<file path="src/rtl/pgm_pkg.sv">
package pgm_pkg;

    typedef enum logic [1:0] {
        MODE_LOBW = 2'b00,
        MODE_BYP  = 2'b01,
        MODE_HIBW = 2'b11
    } pll_mode_e;

    typedef enum logic [1:0] {
        SEQ_INIT,
        SEQ_WAKE,
        SEQ_RUN,
        SEQ_PDN
    } seq_state_e;

    typedef struct packed {
        pll_mode_e mode;
        logic      fsel;
    } strap_cfg_t;

    localparam strap_cfg_t CFG_RESET = '{mode: MODE_BYP, fsel: 1'b1};

    // Comparator pair to mode; the inconsistent pair falls back to the mid level.
    function automatic pll_mode_e decode_tri(logic above_hi, logic above_lo);
        pll_mode_e m;
        case ({above_hi, above_lo})
            2'b00:   m = MODE_LOBW;
            2'b11:   m = MODE_HIBW;
            default: m = MODE_BYP;
        endcase
        return m;
    endfunction

    // Register code to mode; the undefined code selects bypass.
    function automatic pll_mode_e decode_code(logic [1:0] code);
        pll_mode_e m;
        case (code)
            2'b00:   m = MODE_LOBW;
            2'b11:   m = MODE_HIBW;
            default: m = MODE_BYP;
        endcase
        return m;
    endfunction

endpackage

</file>
<file path="src/rtl/pg_sync.sv">
module pg_sync #(
    parameter int STAGES = 2
) (
    input  logic clk,
    input  logic rst,
    input  logic d,
    output logic q
);
    logic [STAGES-1:0] chain;

    for (genvar i = 0; i < STAGES; i++) begin : g_stage
        if (i == 0) begin : g_first
            always_ff @(posedge clk) begin
                if (rst) chain[0] <= 1'b0;
                else     chain[0] <= d;
            end
        end else begin : g_next
            always_ff @(posedge clk) begin
                if (rst) chain[i] <= 1'b0;
                else     chain[i] <= chain[i-1];
            end
        end
    end

    assign q = chain[STAGES-1];
endmodule

</file>
<file path="src/rtl/pg_seq.sv">
module pg_seq
    import pgm_pkg::*;
#(
    parameter int WAKE_CYCLES = 16
) (
    input  logic       clk,
    input  logic       rst,
    input  logic       pg_s,
    output seq_state_e state,
    output logic       capture
);
    localparam int CW = $clog2(WAKE_CYCLES + 1);
    localparam logic [CW-1:0] WAKE_LAST = CW'(WAKE_CYCLES - 1);

    seq_state_e     state_n;
    logic [CW-1:0]  wake_cnt;
    logic [CW-1:0]  wake_cnt_n;

    assign capture = (state == SEQ_INIT) && pg_s;

    always_comb begin
        state_n    = state;
        wake_cnt_n = wake_cnt;
        case (state)
            SEQ_INIT: begin
                if (pg_s) begin
                    state_n    = SEQ_WAKE;
                    wake_cnt_n = '0;
                end
            end
            SEQ_WAKE: begin
                if (!pg_s) begin
                    state_n = SEQ_PDN;
                end else if (wake_cnt == WAKE_LAST) begin
                    state_n = SEQ_RUN;
                end else begin
                    wake_cnt_n = wake_cnt + 1'b1;
                end
            end
            SEQ_RUN: begin
                if (!pg_s) state_n = SEQ_PDN;
            end
            SEQ_PDN: begin
                if (pg_s) begin
                    state_n    = SEQ_WAKE;
                    wake_cnt_n = '0;
                end
            end
            default: state_n = SEQ_INIT;
        endcase
    end

    always_ff @(posedge clk) begin
        if (rst) begin
            state    <= SEQ_INIT;
            wake_cnt <= '0;
        end else begin
            state    <= state_n;
            wake_cnt <= wake_cnt_n;
        end
    end
endmodule

</file>
<file path="src/rtl/strap_latch.sv">
module strap_latch
    import pgm_pkg::*;
(
    input  logic       clk,
    input  logic       rst,
    input  logic       capture,
    input  logic       above_hi,
    input  logic       above_lo,
    input  logic       fsel_in,
    output strap_cfg_t cfg,
    output logic       valid
);
    always_ff @(posedge clk) begin
        if (rst) begin
            cfg   <= CFG_RESET;
            valid <= 1'b0;
        end else if (capture && !valid) begin
            cfg.mode <= decode_tri(above_hi, above_lo);
            cfg.fsel <= fsel_in;
            valid    <= 1'b1;
        end
    end
endmodule

</file>
<file path="src/rtl/mode_resolve.sv">
module mode_resolve
    import pgm_pkg::*;
(
    input  strap_cfg_t cfg,
    input  logic       sw_en,
    input  logic [1:0] sw_code,
    input  logic       pdn,
    output pll_mode_e  mode,
    output logic       pll_off,
    output logic [7:0] status
);
    always_comb begin
        mode    = sw_en ? decode_code(sw_code) : cfg.mode;
        pll_off = (mode == MODE_BYP) || pdn;
        status  = {cfg.mode, 2'b00, sw_en, sw_code, cfg.fsel};
    end
endmodule

</file>
<file path="src/rtl/pwrgd_mode_ctl.sv">
module pwrgd_mode_ctl
    import pgm_pkg::*;
#(
    parameter int SYNC_STAGES = 2,
    parameter int WAKE_CYCLES = 16
) (
    input  logic       clk,
    input  logic       rst,
    input  logic       pg_pd_n,
    input  logic       strap_hi,
    input  logic       strap_lo,
    input  logic       strap_fsel,
    input  logic       sw_mode_en,
    input  logic [1:0] sw_mode_code,
    output logic [1:0] mode_code,
    output logic       pll_off,
    output logic       fsel,
    output logic       pwr_down,
    output logic       clk_run,
    output logic       cfg_latched,
    output logic [7:0] status_byte
);
    logic       pg_s;
    logic       capture;
    seq_state_e state;
    strap_cfg_t cfg;
    pll_mode_e  mode;

    pg_sync #(.STAGES(SYNC_STAGES)) u_sync (
        .clk (clk),
        .rst (rst),
        .d   (pg_pd_n),
        .q   (pg_s)
    );

    pg_seq #(.WAKE_CYCLES(WAKE_CYCLES)) u_seq (
        .clk     (clk),
        .rst     (rst),
        .pg_s    (pg_s),
        .state   (state),
        .capture (capture)
    );

    strap_latch u_latch (
        .clk      (clk),
        .rst      (rst),
        .capture  (capture),
        .above_hi (strap_hi),
        .above_lo (strap_lo),
        .fsel_in  (strap_fsel),
        .cfg      (cfg),
        .valid    (cfg_latched)
    );

    assign pwr_down = (state == SEQ_INIT) || (state == SEQ_PDN);
    assign clk_run  = (state == SEQ_RUN);
    assign fsel     = cfg.fsel;

    mode_resolve u_mode (
        .cfg     (cfg),
        .sw_en   (sw_mode_en),
        .sw_code (sw_mode_code),
        .pdn     (pwr_down),
        .mode    (mode),
        .pll_off (pll_off),
        .status  (status_byte)
    );

    assign mode_code = mode;
endmodule

</file>
<file path="config.mk">
export PLATFORM = sky130hd
export DESIGN_NAME = pwrgd_mode_ctl
export DESIGN_NICKNAME = d
export VERILOG_FILES = /design/src/rtl/pgm_pkg.sv /design/src/rtl/pg_sync.sv /design/src/rtl/pg_seq.sv /design/src/rtl/strap_latch.sv /design/src/rtl/mode_resolve.sv /design/src/rtl/pwrgd_mode_ctl.sv
export SDC_FILE = /design/constraint.sdc
export NUM_CORES = 1
export LEC_CHECK = 0
export ABC_AREA = 1
export BUFFER_PORTS_ARGS = -buffer_cell sky130_fd_sc_hd__buf_2
export CORE_AREA = 4 4 47 49
export CTS_CLUSTER_DIAMETER = 100
export DETAILED_ROUTE_END_ITERATION = 16
export DIE_AREA = 0 0 51 53
export GPL_TIMING_DRIVEN = 0
export PLACE_DENSITY = 0.76
export SLEW_MARGIN = 0
export SYNTH_ARGS = -nofsm -noshare
export SYNTH_HDL_FRONTEND = slang
export SYNTH_SLANG_ARGS = --single-unit
</file>
<file path="constraint.sdc">
create_clock -name clk -period 1.5 [get_ports clk]
set_clock_uncertainty 0.1 [all_clocks]
set_input_delay 0.15 -clock clk [delete_from_list [all_inputs] [get_ports clk]]
set_output_delay 0.15 -clock clk [all_outputs]
set_load 0.01 [all_outputs]
</file>
### Yosys cells after proc, flatten, opt, wreduce, memory -nomap -nowiden

Index checks and enable logic that the tools add are counted.

* equality and inequality tests: 12
* multiplexer cells: 12
* add/sub/neg operators: 1
* reduce and logical (&&, ||, !) cells: 12

Operators with widths (count)
* $mux 5: 3
* $mux 2: 5
* $pmux 5 s2: 1
* $eq 2x2->1 const B: 4
* $pmux 2 s2: 2
* $logic_not 2->1: 3
* $ne 2x2->1 const B: 3
* $pmux 2 s3: 1
* $add 5x1->5 const B: 1
* $eq 5x4->1 const B: 1
* $eq 2x1->1 const B: 2
* $reduce_and 4->1: 1
* $ne 3x2->1 const B: 1
* $reduce_and 3->1: 1
* $logic_and 1x1->1: 2
* $logic_or 1x1->1: 2
* $ne 2x1->1 const B: 1
* $reduce_bool 2->1: 1
* $reduce_or 2->1: 1
* $logic_not 1->1: 1

* register bits: 13
* output and inout port bits: 15

### Longest topological paths before layout

* word-level depth: 5
* depth in mapped cells: 11
* gate-level depth less buffers: 11

### Cells and area by module

A second synthesis with hierarchy kept.

* cells, all modules: 119
* area total of the unflattened synthesis: 800.8 um2

By module, submodules not included
* pg_seq: area each 447.9 um2, instances 1, sequential area each 140.1 um2, cells each 65
* strap_latch: area each 168.9 um2, instances 1, sequential area each 80.1 um2, cells each 26
* mode_resolve: area each 112.6 um2, instances 1, sequential area each 0.0 um2, cells each 20
* pg_sync: area each 55.1 um2, instances 1, sequential area each 40.0 um2, cells each 6
* pwrgd_mode_ctl: area each 16.3 um2, instances 1, sequential area each 0.0 um2, cells each 2

### Least setup slack after synthesis

OpenSTA, ideal clock, no wires.

* path kind: register to register
* from: register u_seq.state[0]
* to: register u_seq.wake_cnt[3]
* setup time: 0.111 ns
* data required time: 1.289 ns
* path slack: 0.050 ns
* cell stages (with the launch flop): 9
* arrival: 1.239 ns
* cells stage by stage: dfxtp_1 > inv_1 > ha_1 > inv_2 > nand3_2 > nand2_4 > nand3_1 > nand2_1 > nor2_2

* longest elaborated chain between the ends: 4
* elaborated cells between the ends (all ways): 10
* those cells by class: eq/ne: 5; mux: 1; reduce/logical: 4

Ends and longest elaborated chain
* start, declared: line pg_seq.sv:9 `output seq_state_e state,`
* start signal, assigned: line pg_seq.sv:58 `state <= state_n;`
* $eq 2x2->1 / $logic_not 2->1 (equally long branches): line pg_seq.sv:24 `case (state)`
* $reduce_or 2->1 (no source line)
* $ne 2x1->1 (no source line) / $reduce_bool 2->1 (equally long branches)
* $reduce_and 4->1 (no source line)
* end signal, assigned: line pg_seq.sv:59 `wake_cnt <= wake_cnt_n;`
* end, declared: line pg_seq.sv:16 `logic [CW-1:0] wake_cnt;`

Several ways; a longest one is shown, not always the timed one.
A chain may end at the register's enable or synchronous reset.

### Worst setup path after layout

* from: register u_seq.wake_cnt[1]
* to: register u_seq.wake_cnt[1]

* longest elaborated chain between the ends: 4
* elaborated cells between the ends (all ways): 7
* those cells by class: add/sub: 1; eq/ne: 2; mux: 3; reduce/logical: 1

Ends and longest elaborated chain
* $add 5x1->5: line pg_seq.sv:37 `wake_cnt_n = wake_cnt + 1'b1;`
* $mux 5: line pg_seq.sv:34 `end else if (wake_cnt == WAKE_LAST) begin`
* $mux 5: line pg_seq.sv:32 `if (!pg_s) begin`
* $pmux 5 s2: line pg_seq.sv:24

Several ways; a longest one is shown, not always the timed one. The select of a mux whose other input is x is not followed.

==> metrics.txt <==
final setup margin=-5.626 ps; Worst path slowest cell=dfxtp_4; die outline height=~53 um; RSZ-0062 raised after global routing=yes; Sink Count=13; CTS Buf Count=3; relative contribution of sequential cells to total power=a little under two fifths; Int Pwr=0.6901 mW; antenna-violating nets left=0; time the final worst path needs with I/O delays and setup=between 1500 and 2000 ps; grt ovf=0; mean instance size in the synthesized netlist=7.345 sq um; vias in the first global route=roughly 670; total die area=roughly 2700 sq um; accumulated negative setup slack=-7.763 ps; combinational power share=between 40% and 50%; DRC violation count after routing=0; worst path buffer plus inverter count=1; peak supply drop=between 0.0006 and 0.0007 V; arrival time of data at the critical path endpoint=around 1600 ps; YS warnings=0; mapped cell area=~730 sq um; initial detailed-routing violation count=10; maximum number of pins on one net before global-route repair=10; CTS tree=done; required time of the critical path=approximately 1600 ps; antenna cell count=0; starting density of the core=39.45%; worst hold path type=in -> reg; period utilization=100.4%; fraction of final layout cells sized beyond drive strength 1=between 40 and 50%; vias after detailed routing=between 700 and 800; GRT Total Usage=13.07%; cell taking the most area after synthesis=dfxtp_1; gate family responsible for the most delay along the worst path=simple AND/OR/NAND/NOR gates; list of cells traversed by the critical path=ha_4, nand2_2, nor2_2, ha_2, inv_2, nand3_4, nand2_8, nand3_2, a21oi_2; Final setup violation count=2; clock edge transition at the registers on the reported setup and hold paths=approximately 80 ps; hold violation count in the final report=0; FMAX=between 600 and 700 MHz; capturing element type of the critical path=flop; violated checks=negative setup slack; maximum buffer depth of the clock tree=2; Area contributors post-synth=dfxtp_1 (35%), nand2_1 (9.7%), ha_1 (8.5%); H-tree depth=1; core area=~1900 sq um; final HPWL from detailed placement=1.140 mm; Clk network pwr share=between 10% and 20%; library cells used by synthesis=21; static leakage power=0.4508 nW; pins over their slew limit=0; run status=complete, but fails checks; flop and latch count out of synthesis=13; slowest stage delay, CP=approximately 360 ps; MaxCap Viol Count=0; area growth from synthesis to final layout=37.31%; area share of the largest cell type after synthesis=35.43%; global-route wire length before repair=~2.6 mm; Layout Nets=145; Switching Fraction=roughly 37%; via-per-instance ratio=between 4 and 5; wire length per cell after detailed routing=around 10 um; PD cells=1095 nW/um^2; port buffer count=20; total power draw=1.104 mW; worst-path fanout max=8; number of rows created at floorplan=16; CP startpoint kind=flop; Sw Pwr=about 0.41 mW; insertion delay to the later sink of the worst-skew pair=between 200 and 300 ps; sequential-to-total area share from yosys stat=approximately 35%; critical path class=reg -> reg; count of TritonRoute iterations in the first routing pass=4; count of pins on the block boundary=24; wire length after detailed routing=1.612 mm; Post-Synthesis Cells=100; DIE WIDTH=around 51 um; initial antenna violation count=0; Root Buffer Master=clkbuf_4; last weighted congestion value of the routability-driven placer=0.7361
## worst paths after layout
path / from / end / slack, ps / cells after the start
worst max-delay path: u_seq.wake_cnt[1]$_SDFFE_PP0P_ / u_seq.wake_cnt[1]$_SDFFE_PP0P_ / -6 / 9
worst min-delay path: strap_lo / u_latch.cfg[1]$_SDFFE_PP1P_ / 20 / 3
worst min register to register: u_sync.chain[0]$_SDFF_PP0_ / u_sync.q$_SDFF_PP0_ / 300 / 2
worst max register to register: u_seq.wake_cnt[1]$_SDFFE_PP0P_ / u_seq.wake_cnt[1]$_SDFFE_PP0P_ / -6 / 9
## cell usage in the layout, fill, tap and decap left out, types with 2 or more instances in the layout
master         count
ha_1               2
a21oi_1            4
inv_2              5
dfxtp_2            2
dfxtp_1            9
dfxtp_4            2
ha_4               2
buf_2             20
nand3_2            2
conb_1             2
nand3_1            8
nor2_1             8
nand2_2            4
inv_1             11
o21ai_0            4
dlygate4sd3_1      2
nand2_1           17
clkbuf_4           3
clkbuf_1           2
buf_4              9
nor2_2             2
## area by class of cell
class                      instances  area, sq um
timing repair buffer              25        142.6
fill                             188        853.3
buffer                             7        48.80
clock buffer                       4        26.28
sequential                        13        270.3
inverter                          16        60.06
tap                               27        33.78
multi-input combinational         65        426.7
## metrics by stage
step	util (%)	std cells	cell area, sq um	worst slack (ps)	hold slack (ps)
after floorplan	-	101	738.2	49.87	157.0
after global placement	46.84	148	872.1	-41.80	253.8
after detailed placement	46.84	148	872.1	-83.39	267.2
after CTS	50.74	155	944.7	5.064	15.63
after global routing	54.17	157	1008	-99.29	35.05
final	54.17	157	1008	-5.626	18.03
## kinds of logic (layout without fill, tap and decap cells)
kind of cell	count (synthesis)	count (layout)	share of synthesized area, %
flops	13	13	35.43
fa+ha+maj	5	5	8.518
xor+xnor	1	1	1.193
simple gates	45	45	30.66
compound gates	12	12	8.858
buf+inv	23	52	14.82
other cells	1	2	0.5106
## registers in the layout, indices dropped and copies added (netlist names)
signal and count:
u_latch.cfg 3, u_seq.wake_cnt 5, u_sync.q 1, u_sync.chain 1, u_seq.state 2, u_latch.valid 1
## synthesized netlist by cell type, drive strengths merged
| library cell | count |
|---|---|
| conb | 1 |
| nand3 | 11 |
| dfxtp | 13 |
| clkbuf | 1 |
| buf | 6 |
| nor2 | 11 |
| a31oi | 1 |
| nand2 | 23 |
| xor2 | 1 |
| o21ai | 6 |
| inv | 16 |
| ha | 5 |
| a21oi | 5 |
## power groups by stage
| stage | logic, mW | clock network (mW) | registers (mW) |
|---|---|---|---|
| final | 0.473 | 0.217 | 0.414 |
| after global routing | 0.525 | 0.249 | 0.419 |
| after CTS | 0.423 | 0.221 | 0.412 |
| after detailed placement | 0.381 | 0 | 0.417 |
| after global placement | 0.374 | 0 | 0.413 |
| after floorplan | 0.274 | 0 | 0.415 |
## worst register-to-register path: stages (launching register included)
cell and delay (ps):
dfxtp_4 360, ha_4 160, nand2_2 60, nor2_2 40, ha_2 170, inv_2 60, nand3_4 120, nand2_8 140
nand3_2 90, a21oi_2 130
## repair_timing
action | CTS | global route
hold endpoints to repair | 2 | 0
setup buffers | 1 | 2
pin swaps | 1 | 9
setup endpoints to repair | 8 | 9
resized for setup | 7 | 15
hold buffers | 2 | 0
## routing by layer
metal | part of all wire (%) | GRT usage (%) | up-vias | wire length, um
met5 | 0 | 0 | - | 0
met4 | 2.9 | 9.417 | 0 | 46
met3 | 6.1 | 3.662 | 5 | 98
met2 | 50 | 24.03 | 23 | 798
met1 | 41 | 12.37 | 311 | 668
li1 | - | - | 363 | -
Power figures use the tool's default switching activity.
